File: src/rtl/cact_pkg.sv
package cact_pkg;

  typedef enum logic [1:0] {
    SUP_OFF = 2'b00,
    SUP_3V  = 2'b01,
    SUP_5V  = 2'b10,
    SUP_1V8 = 2'b11
  } supply_e;

  typedef enum logic [1:0] {
    ST_IDLE,
    ST_WIN,
    ST_ON,
    ST_HOLD
  } act_st_e;

  // half-period length minus one for each ratio code
  function automatic logic [2:0] half_lim(input logic [1:0] code);
    case (code)
      2'b00:   half_lim = 3'd3;
      2'b01:   half_lim = 3'd0;
      2'b10:   half_lim = 3'd7;
      default: half_lim = 3'd1;
    endcase
  endfunction

endpackage

File: src/rtl/cact_sync.sv
module cact_sync #(
  parameter int         W       = 1,
  parameter logic [W-1:0] RST_VAL = '0
) (
  input  logic         clk,
  input  logic         rst_n,
  input  logic [W-1:0] d,
  output logic [W-1:0] q
);
  for (genvar i = 0; i < W; i++) begin : g_bit
    logic meta;
    always_ff @(posedge clk or negedge rst_n) begin
      if (!rst_n) begin
        meta <= RST_VAL[i];
        q[i] <= RST_VAL[i];
      end else begin
        meta <= d[i];
        q[i] <= meta;
      end
    end
  end
endmodule

File: src/rtl/cact_debounce.sv
module cact_debounce #(
  parameter int DEB_CYC = 500000
) (
  input  logic clk,
  input  logic rst_n,
  input  logic raw_s,
  output logic present
);
  localparam int CW = $clog2(DEB_CYC + 1);
  localparam logic [CW-1:0] LAST = CW'(DEB_CYC - 1);

  logic [CW-1:0] cnt;

  always_ff @(posedge clk or negedge rst_n) begin
    if (!rst_n) begin
      cnt     <= '0;
      present <= 1'b0;
    end else if (!raw_s) begin
      cnt     <= '0;
      present <= 1'b0;
    end else if (!present) begin
      if (cnt == LAST) begin
        present <= 1'b1;
        cnt     <= '0;
      end else begin
        cnt <= cnt + 1'b1;
      end
    end
  end
endmodule

File: src/rtl/cact_fsm.sv
module cact_fsm
  import cact_pkg::*;
#(
  parameter int WIN_CYC = 40
) (
  input  logic    clk,
  input  logic    rst_n,
  input  logic    act_s,
  input  logic    vsel_s,
  input  logic    present,
  input  logic    fault,
  output supply_e supply,
  output logic    flt_lat
);
  localparam int WW = $clog2(WIN_CYC + 1);
  localparam logic [WW-1:0] WLAST = WW'(WIN_CYC - 1);

  act_st_e       st;
  logic [WW-1:0] wcnt;
  logic          stop;

  assign stop = fault || !present;

  always_ff @(posedge clk or negedge rst_n) begin
    if (!rst_n) begin
      st      <= ST_IDLE;
      supply  <= SUP_OFF;
      wcnt    <= '0;
      flt_lat <= 1'b0;
    end else begin
      if (fault)      flt_lat <= 1'b1;
      else if (act_s) flt_lat <= 1'b0;

      case (st)
        ST_IDLE: if (!act_s) begin
          if (stop || flt_lat) st <= ST_HOLD;
          else if (!vsel_s) begin
            st     <= ST_ON;
            supply <= SUP_3V;
          end else begin
            st   <= ST_WIN;
            wcnt <= '0;
          end
        end
        ST_WIN: begin
          if (act_s)      st <= ST_IDLE;
          else if (stop)  st <= ST_HOLD;
          else if (!vsel_s) begin
            st     <= ST_ON;
            supply <= SUP_1V8;
          end else if (wcnt == WLAST) begin
            st     <= ST_ON;
            supply <= SUP_5V;
          end else begin
            wcnt <= wcnt + 1'b1;
          end
        end
        ST_ON: begin
          if (act_s) begin
            st     <= ST_IDLE;
            supply <= SUP_OFF;
          end else if (stop) begin
            st     <= ST_HOLD;
            supply <= SUP_OFF;
          end
        end
        default: if (act_s) st <= ST_IDLE;
      endcase
    end
  end
endmodule

File: src/rtl/cact_clkdiv.sv
module cact_clkdiv
  import cact_pkg::*;
(
  input  logic       clk,
  input  logic       rst_n,
  input  logic [1:0] sel,
  output logic       cclk
);
  logic [2:0] cnt;
  logic [2:0] lim;

  always_ff @(posedge clk or negedge rst_n) begin
    if (!rst_n) begin
      cnt  <= '0;
      lim  <= 3'd3;
      cclk <= 1'b0;
    end else if (cnt == lim) begin
      cnt  <= '0;
      cclk <= ~cclk;
      if (cclk) lim <= half_lim(sel);
    end else begin
      cnt <= cnt + 1'b1;
    end
  end
endmodule

File: src/rtl/card_act_ctrl.sv
module card_act_ctrl
  import cact_pkg::*;
#(
  parameter int WIN_CYC = 40,
  parameter int DEB_CYC = 500000
) (
  input  logic       clk,
  input  logic       rst_n,
  input  logic       act_n,
  input  logic       vsel,
  input  logic       pres,
  input  logic       fault,
  input  logic [1:0] clk_sel,
  output logic [1:0] supply_req,
  output logic       irq_n,
  output logic       card_clk
);
  logic [2:0] raw_s;
  logic       present;
  logic       flt_lat;
  supply_e    supply;

  // bit0 activate (idle high), bit1 select (defaults high), bit2 presence
  cact_sync #(.W(3), .RST_VAL(3'b011)) u_sync (
    .clk(clk), .rst_n(rst_n), .d({pres, vsel, act_n}), .q(raw_s)
  );

  cact_debounce #(.DEB_CYC(DEB_CYC)) u_deb (
    .clk(clk), .rst_n(rst_n), .raw_s(raw_s[2]), .present(present)
  );

  cact_fsm #(.WIN_CYC(WIN_CYC)) u_fsm (
    .clk(clk), .rst_n(rst_n), .act_s(raw_s[0]), .vsel_s(raw_s[1]),
    .present(present), .fault(fault), .supply(supply), .flt_lat(flt_lat)
  );

  cact_clkdiv u_div (
    .clk(clk), .rst_n(rst_n), .sel(clk_sel), .cclk(card_clk)
  );

  assign supply_req = supply;
  assign irq_n      = present && !flt_lat;
endmodule

File: config.mk
export PLATFORM = sky130hd
export DESIGN_NAME = card_act_ctrl
export DESIGN_NICKNAME = d
export VERILOG_FILES = /design/src/rtl/cact_pkg.sv /design/src/rtl/cact_sync.sv /design/src/rtl/cact_debounce.sv /design/src/rtl/cact_fsm.sv /design/src/rtl/cact_clkdiv.sv /design/src/rtl/card_act_ctrl.sv
export SDC_FILE = /design/constraint.sdc
export NUM_CORES = 1
export LEC_CHECK = 0
export ABC_AREA = 1
export BUFFER_PORTS_ARGS = -buffer_cell sky130_fd_sc_hd__buf_2
export CAP_MARGIN = 5
export CORE_MARGIN = 2
export CORE_UTILIZATION = 59
export CTS_CLUSTER_SIZE = 25
export DETAILED_ROUTE_END_ITERATION = 7
export PLACE_DENSITY_LB_ADDON = 0.08
export SYNTH_ARGS = -nofsm -noshare
export SYNTH_HDL_FRONTEND = slang
export SYNTH_HIERARCHICAL = 1
export SYNTH_SLANG_ARGS = --single-unit
export TNS_END_PERCENT = 1
File: constraint.sdc
create_clock -name clk -period 1.6 [get_ports clk]
set_input_delay 0.24 -clock clk [delete_from_list [all_inputs] [get_ports clk]]
set_output_delay 0.24 -clock clk [all_outputs]
set_load 0.01 [all_outputs]
Word level (Yosys, flattened, before mapping)
Index checks and enable logic that the tools add are counted.

word-level totals
  output and inout port bits = 4
  register bits after elaboration = 44
  input bits = 8
  logic and storage cells = 91

operators by class
  multiplexer cells = 38
  reductions and logical operators = 15
  equal/unequal tests = 19
  add/subtract/negate cells = 3
  bitwise logic cells = 1

operators by type and width
  kind                                                    count
  2-to-1 mux 19 bit                                       3
  2-to-1 mux 6 bit                                        7
  2-to-1 mux 2 bit                                        18
  adder 19 x 1 -> 19 bit (second input constant)          1
  == test 19 bit (second input constant)                  1
  inequality test 2 bit (second input constant)           9
  AND reduction 8 bit                                     2
  case mux 2 bit (3 select lines)                         2
  case mux 6 bit (2 select lines)                         1
  case mux 3 bit (3 select lines)                         1
  adder 6 x 1 -> 6 bit (second input constant)            1
  == test 6 bit (second input constant)                   1
  inequality test 3 x 2 -> 1 bit (second input constant)  2
  2-to-1 mux 1 bit                                        5
  inequality test 5 x 3 -> 1 bit (second input constant)  1
  == test 2 x 1 -> 1 bit (second input constant)          2
  == test 2 bit (second input constant)                   2
  logical NOT 2 bit                                       2
  AND reduction 4 bit                                     1
  nonzero test 2 bit                                      2
  nonzero test 4 bit                                      1
  adder 3 x 1 -> 3 bit (second input constant)            1
  == test 3 bit                                           1
  2-to-1 mux 3 bit                                        1
  6 further kinds                                         8

Longest topological paths before layout
Gate-level depths: netlist (run 1).

  word-level depth = 6
  gate-level depth with buffers = 10
  mapped depth without buffers = 10

By module
Netlist (run 1), hierarchy kept.

modules (own cells, without submodules)
  module         sequential area each (sq um)  cells each  times used  area an instance (sq um)
  cact_debounce  500.5                         180         1           1337.5
  cact_fsm       275.3                         105         1           716.9
  cact_clkdiv    177.7                         51          1           397.9
  cact_sync      155.1                         6           1           155.1
  card_act_ctrl  0.0                           2           1           10.0

Least setup slack after synthesis (run 1)
Ideal clock, no wire load.

  kind = reg2reg
  start = reg u_deb.cnt[0]
  end = reg u_deb.cnt[2]
  buffers on the path = 1
  cell stages (with the launch flop) = 8
  arrival = 1.250 ns
  slack = 0.229 ns
  library setup time = 0.122 ns
  clock period less this slack = 1.371 ns
  path through = dfrtp_1 > ha_1 > nand3_1 > nor2_1 > nand3_2 > nand3_4 > buf_12 > o21ai_2

between the ends
  cells in the longest elaborated chain, start to end = 4

RTL lines
  element                                                   RTL line                                  RTL
  from (decl)                                               cact_debounce.sv:12                       logic [CW-1:0] cnt;
  from (signal assigned)                                    cact_debounce.sv:26                       cnt <= cnt + 1'b1;
  adder 19 x 1 -> 19 bit or == test 19 bit (tied branches)  cact_debounce.sv:26, cact_debounce.sv:22
  2-to-1 mux 19 bit *                                       cact_debounce.sv:22                       if (cnt == LAST) begin
  2-to-1 mux 19 bit *                                       cact_debounce.sv:21                       end else if (!present) begin
  2-to-1 mux 19 bit *                                       cact_debounce.sv:18                       end else if (!raw_s) begin

Mark *: on every way between the ends. The rest lies on a longest branch, timed or not. The select of a mux whose other input is x is not followed.
A chain may end at the register's enable or synchronous reset.

Worst setup path in the final report (run 1)
  start = reg u_deb.cnt[0]
  end = reg u_deb.cnt[18]

The elaborated chain is that of the path after synthesis.

==> results of run 1 <==
-- worst reg2reg max path: stages, from the launching register on --
cell and delay, ps:
dfrtp_1 400, ha_1 240, nand3_1 130, nor2_1 70
nand3_2 110, nand2_1 70, nor2_2 210, nand2_1 90
nand2_1 70
-- routing by layer --
metal | track usage (%) | share of wire [%]
met5 | 0 | 0
met4 | 7.338 | 1.4
met3 | 4.416 | 4.0
met2 | 33.54 | 45
met1 | 29.29 | 49
-- final cells by class --
type	instances	area [sq um]
Fill cell	386	1449
Timing Repair Buffer	15	100.1
Multi-Input combinational cell	259	1339
Clock buffer	5	68.82
Tap cell	52	65.06
Inverter	39	146.4
Sequential cell	44	1109
Clock inverter	3	47.55
-- logic make-up after synthesis --
group / share of synthesized area [%]
simple gates: 37.76
flops: 42.35
buf+inv: 6.500
compound gates: 6.644
xor+xnor: 5.306
fa+ha+maj: 1.434
-- power groups by stage --
stage / clock network [mW] / registers (mW) / logic [mW]
6_report: 0.865 / 1.46 / 1.02
2_1_floorplan: 0 / 1.46 / 0.799
5_1_grt: 0.935 / 1.49 / 1.17
3_5_place_dp: 0 / 1.48 / 1.02
3_3_place_gp: 0 / 1.47 / 0.996
4_1_cts: 0.892 / 1.46 / 1.03
-- layout by cell type (no fill, tap or decap) --
master,netlist,final
nand2_1,118,118
dfrtp_1,38,38
nor2_1,36,36
inv_1,29,29
nand3_1,19,19
buf_2,0,11
xor2_1,11,11
o21ai_2,10,10
nand2_2,10,10
nand4_1,10,10
inv_2,9,9
nor2_2,8,8
o21ai_0,7,7
nor2_4,6,6
dfstp_2,6,6
clkbuf_8,0,5
a21oi_1,3,3
xnor2_1,3,3
o21ai_1,3,3
ha_1,3,3
clkinv_4,0,2
nand3_2,2,2
buf_4,0,2
nor3_1,2,2
bufinv_16,0,1
dlygate4sd3_1,0,1
buf_12,1,1
nand3_4,1,1
clkinv_1,1,1
nand2_4,1,1
nand3b_1,1,1
o21bai_1,1,1
and2_1,1,1
xnor2_2,1,1
o22ai_1,1,1
o211ai_1,1,1
-- worst max-delay path by stage --
| stage | end | slack [ps] | cells past startpoint |
|---|---|---|---|
| after floorplan | u_deb/cnt[2] | 230 | 7 |
| after global placement | u_deb/cnt[4] | 210 | 6 |
| after CTS | u_deb/cnt[18] | 140 | 8 |
| after global routing | u_deb/cnt[4] | 9 | 6 |
| final | u_deb/cnt[18] | 150 | 8 |
| after detailed placement | u_deb/cnt[4] | 160 | 6 |
-- per-stage QoR --
stage	setup WS [ps]	hold WS [ps]	instance area (sq um)
floorplan	228.7	-55.59	2618
global placement	213.6	191.9	2749
detailed placement	162.1	191.5	2749
CTS	142.4	15.21	2875
global route	8.983	14.16	2875
finish	146.1	27.67	2875
-- sequential cells by signal (all words and copies together) (netlist names) --
name / flops
u_div/lim: 3
u_fsm/wcnt: 6
u_fsm/supply: 2
u_sync/g_bit.meta: 3
u_div/cnt: 3
u_div/cclk: 1
u_sync/q: 3
u_deb/cnt: 19
u_fsm/st: 2
u_deb/present: 1
u_fsm/flt_lat: 1
-- repair_timing --
item	CTS	global route
hold buffers	1	0
endpoints found under the setup margin	0	0
buffers inserted	0	0
gates resized for setup	0	0
endpoints found under the hold margin	15	0
==> impl_results.md, run 1 <==
- Syn Area/Cell: ~7.6 sq um
- Pwr Total: between 3 and 4 mW
- Most instantiated cells after synthesis: nand2_1, dfrtp_1, nor2_1
- DR iter-0 viols: ~140
- CTS tree: built
- Main synth FF type: dfrtp_1
- DIE WIDTH: ~71 um
- Peak VDD IR: 0.0008932 V
- I/O pins: 12
- Max Clock Freq: 0.6878 GHz
- Final Setup Violations: 0
- Post-synth top area cell: dfrtp_1
- Site Rows: 24
- Pwr/cell area: approximately 1200 nW/um^2
- CP Max Fanout: 5
- Synthesized flop and latch total: between 40 and 50
- Final WL: 4.850 mm
- Worst Path Class, Setup: reg -> reg
- Worst Max-Slew Pin Slew: approximately 410 ps
- Leak Pwr: ~1.4 nW
- Yosys cell types: 31
- Slew headroom: between 70% and 80%
- R2R Setup Slk: between 100 and 150 ps
- Ys Warns: 6
- Crit path cell chain: ha_1 -> nand3_1 -> nor2_1 -> nand3_2 -> nand2_1 -> nor2_2 -> nand2_1 -> nand2_1
- Hold Path Cell Cnt: 1
- Root buf cell: clkbuf_8
- Worst R2R Start: u_deb/cnt[0]
- First-pass GRT wire length: 8.466 mm
- Top-count cell post-synth: nand2_1
- Max incr delay on CP: about 400 ps
- Synth Cell Area: ~2600 sq um
- Chip Height: slightly above 70 um
- Worst Setup Start Kind: flop
- Hold Fails Final Rpt: 0
- Critical path arrival: between 1500 and 2000 ps
- Post-synth top area share: ~36%
- RSZ-0062 raised after global routing: no
- Crit-path slowest cell: dfrtp_1
- HPWL after DPL: 3.584 mm
- Cells after synthesis: about 340
- Antenna violations before repair: 0
- Clock network power share: about a quarter
- CP Launch Point: u_deb/cnt[0]
- IO buf count: 11
- Final net count: roughly 380
- Layout cells sized above 1: 20.82%
- Drt drc: 0
- Max Cap Viol: 0
- H-tree Lvls: 2
- EDFF count, synth: 0
- Vias in the first global route: between 1500 and 2000
- Hold endpoint: u_sync/g_bit[1].meta
- Clk buf depth: 2
- Reg clk slew, reported paths: around 90 ps
- CP required: 1840 ps
- Avg WL per Cell: about 12 um
- Num CTS Buffers: 5
- Worst-Skew Late Latency: 300 ps
- Routed Antenna Nets: 0
- Hold Startpoint: vsel
- Starting Density: between 60 and 70%
- Core Area: ~4300 sq um
- TNS Setup: 0 ps
- Fin. max-slew vios: 0
- Placed cell count: between 400 and 500
- Psw: roughly 1.2 mW
- Sw Share: a little over a third
- Area Growth Syn to Fin: 9.847%
- Sink Count: 44
- Register area share after synthesis: roughly 42%
- Total number of vias: ~2100
- Type of the worst min-delay path: in -> reg
- Diode count: 0
- Largest net degree at the start of global routing: 29
- Comb pwr share: between 30 and 40%
- Tmin final: 1454 ps
- Async set-or-reset flop fraction in the synthesized netlist: between 90% and 100%
- Status: completed
- Post-Route Skew: ~8.5 ps
- Iteration count of the initial detailed-routing pass: 4
- Critical path buffers and inverters: 0
- Post-Syn Nets: between 300 and 400
- Total die area: about 5000 sq um
- Reg2reg path depth: 8
- Total grt overflow: 0
- Tcrit/Tclk final: 90.87%
- Top delay family on crit path: simple AND/OR/NAND/NOR gates
- Largest cells by area after synthesis: dfrtp_1, nand2_1, dfstp_2
- Final Wtd Congestion: around 0.85
- Crit. End Element: flop
- Fin util: between 60% and 70%
- Power Internal: about 2.1 mW
- Non-filler instance count after layout: roughly 420
- Average vias per placed instance: 5.096
- Cell mode on critical path: nand2_1
- FF-to-FF End: u_deb/cnt[18]
- Register share of total power: between 40% and 50%
- Aggregate global-route resource usage: 21.19%
(Power assumes the default switching activity.)
==> run 2: changes to the inputs <==
--- a/config.mk
+++ b/config.mk
@@ -8,3 +8,2 @@
 export ABC_AREA = 1
-export BUFFER_PORTS_ARGS = -buffer_cell sky130_fd_sc_hd__buf_2
 export CAP_MARGIN = 5
@@ -14,2 +13,4 @@
 export DETAILED_ROUTE_END_ITERATION = 7
+export DONT_BUFFER_PORTS = 1
+export GPL_TIMING_DRIVEN = 1
 export PLACE_DENSITY_LB_ADDON = 0.08
==> constraint.sdc (replaced) <==
create_clock -name clk -period 1.6 [get_ports clk]
set_input_delay 0.08 -clock clk [delete_from_list [all_inputs] [get_ports clk]]
set_output_delay 0.08 -clock clk [all_outputs]
set_load 0.01 [all_outputs]
==> run 2 against run 1 <==
Compared with the run above: critical path depth is 2 lower; critical path type unchanged; critical endpoint is now u_deb/cnt[2]; combinational power is 5% lower; clock skew hardly changed; via count is 0.75% lower; first-iteration DRC count is 13% higher; worst hold slack better by 250 ps; non-clock buffer count is 5 lower; power is 4.4% lower; final cell count is 0.96% lower.
==> impl_results.md, run 2 (synthesis results as in run 1) <==
- Largest Register: u_deb/cnt
- Worst Max-Slew Pin Slew: 273.0 ps (-139.2 ps)
- Tcrit/Tclk final: 93.50% (+2.6 points)
- Peak VDD IR: 0.001007 V (+13%)
- Worst Path Class, Setup: reg -> reg
- CP Launch Point: u_deb/cnt[1]
- Cell mode on critical path: nand3_2
- Max Cap Viol: 0 (unchanged)
- Largest register FFs: 19 (unchanged)
- Root buf cell: clkbuf_8
- Worst Setup Start Kind: flop
- First-pass GRT wire length: 8.376 mm (-1.1%)
- Site Rows: 24 (unchanged)
- Crit path cell chain: ha_2 -> nand3_1 -> nor2_1 -> nand3_2 -> nand3_2 -> o21ai_2
- Antenna violations before repair: 0 (unchanged)
- Biggest regs: u_deb/cnt (19), u_fsm/wcnt (6)
- Area Growth Syn to Fin: 9.895% (about the same)
- Clk buf depth: 2 (unchanged)
- Status: completed
- Worst path depth: 6 (-2)
- I/O pins: 12 (unchanged)
- Slew headroom: 81.78% (+9.3 points)
- Crit-path slowest cell: dfrtp_1
- Tmin final: 1496 ps (+42.14 ps)
- CP required: 1790 ps (-50 ps)
- FF-to-FF End: u_deb/cnt[2]
- Post-Route Skew: 8.266 ps (-0.1946 ps)
- Max incr delay on CP: 380 ps (-20 ps)
- Iteration count of the initial detailed-routing pass: 5 (+1)
- Post-CTS setup buffer count: 0 (unchanged)
- Crit path capture: u_deb/cnt[2]
- Leak Pwr: 1.378 nW (-1.7%)
- Aggregate global-route resource usage: 20.93% (-0.25 points)
- Final net count: 371 (-1.1%)
- Core Area: 4324 sq um (unchanged)
- Fin. max-slew vios: 0 (unchanged)
- Vias in the first global route: 1885 (-0.32%)
- DIE WIDTH: 70.61 um (unchanged)
- Placed cell area: 2674 sq um (-2.7%)
- HPWL after DPL: 3.374 mm (-5.9%)
- Final WL: 4.859 mm (+0.19%)
- Worst R2R Start: u_deb/cnt[1]
- Average vias per placed instance: 5.107 (+0.21%)
- IO buf count: 0 (-11)
- Top delay family on crit path: simple AND/OR/NAND/NOR gates
- Largest net degree at the start of global routing: 45 (+55%)
- R2R Setup Slk: 100 ps (-40 ps)
- Num CTS Buffers: 5 (unchanged)
- Pwr Total: 3.196 mW (-4.4%)
- Critical path arrival: 1690 ps (about the same)
- Routed Antenna Nets: 0 (unchanged)
- Final Setup Violations: 0 (unchanged)
- Pwr/cell area: 1111 nW/um^2 (-4.5%)
- Crit. End Element: flop
- Type of the worst min-delay path: in -> async
- Commonest non-fill, non-tap cell in the layout: nand2_1
- Reg2reg path depth: 6 (-2)
- CP Max Fanout: 7 (+2)
- Sink Count: 44 (unchanged)
- Worst-Skew Late Latency: 310 ps (about the same)
- Max Clock Freq: 0.6684 GHz (-2.8%)
- Diode count: 0 (unchanged)
- Total die area: 4985 sq um (unchanged)
- H-tree Lvls: 2 (unchanged)
- Most frequent cells in the layout: nand2_1, dfrtp_1, nor2_1
- Chip Height: 70.61 um (unchanged)
- Reg clk slew, reported paths: 90 ps (about the same)
- Final Wtd Congestion: 0.8487 (-0.53%)
- DR iter-0 viols: 160 (+13%)
- Layout cells sized above 1: 18.56% (-2.3 points)
- Drt drc: 0 (unchanged)
- Starting Density: 60.53% (unchanged)
- Total grt overflow: 0 (unchanged)
- Avg WL per Cell: 11.77 um (+1.2%)
- Hold Fails Final Rpt: 0 (unchanged)
- Critical path buffers and inverters: 0 (unchanged)
- Total number of vias: 2109 (-0.75%)
- CTS tree: built
- Final instance area: 2877 sq um (about the same)
- RSZ-0062 raised after global routing: yes
==> run 2: changes by cell type in the layout (fill, tap and decap cells not counted), sizes merged <==
cell,delta
nand3,+1
dlygate4sd3,+6
bufinv,-1
buf,-11
inv,+2
clkinv,-1
==> run 2: through the flow <==
stage	util [%]	setup slack [ps]	cells	hold WS (ps)	setup TNS (ps)
after global routing	66.52	-20.02	413	299.0	-125.1
after floorplan	-	228.7	344	-215.6	0
after detailed placement	61.83	124.7	396	-214.4	0
after CTS	66.12	113.2	412	265.2	0
after global placement	61.83	211.3	396	-214.5	0
final	66.52	104.0	413	274.4	0
==> run 2: area by class of cell <==
type / instances / area [sq um]
Clock buffer: 5 / 68.82
Fill cell: 376 / 1448
Inverter: 39 / 146.4
Tap cell: 52 / 65.06
Sequential cell: 44 / 1109
Clock inverter: 3 / 26.28
Multi-Input combinational cell: 260 / 1356
Timing Repair Buffer: 10 / 105.1
==> run 2: worst min path at each step <==
stage,startpoint,end,slack [ps]
after floorplan,rst_n,u_deb/cnt[0],-220
after global placement,rst_n,u_deb/cnt[15],-210
after detailed placement,rst_n,u_deb/cnt[17],-210
after CTS,rst_n,u_deb/present,270
after global routing,rst_n,u_fsm/st[0],300
final,rst_n,u_deb/cnt[16],270
==> run 2: power breakdown <==
group / total, mW / internal, mW / switching [mW]
logic: 0.972 / 0.358 / 0.614
clock network: 0.744 / 0.321 / 0.423
registers: 1.48 / 1.29 / 0.187
total: 3.20 / 1.97 / 1.22
==> run 2: worst reg2reg max path, stage by stage, from the launching register on <==
cell	delay, ps
dfrtp_1	380
ha_2	210
nand3_1	130
nor2_1	160
nand3_2	170
nand3_2	260
o21ai_2	80
==> run 2: per-layer routing <==
metal / global-route usage, % / vias up / routed length (um) / share of wire, %
li1: - / 1116 / - / -
met3: 3.561 / 7 / 165 / 3.4
met1: 29.75 / 949 / 2448 / 50
met2: 33.02 / 37 / 2170 / 45
met5: 0 / - / 0 / 0
met4: 6.918 / 0 / 75 / 1.5
==> run 2: repair_timing <==
| action | 4_1_cts | 5_1_grt |
|---|---|---|
| hold buffers | 8 | 0 |
| endpoints found under the setup margin | 0 | 7 |
| resized for setup | 0 | 2 |
| endpoints found under the hold margin | 51 | 0 |
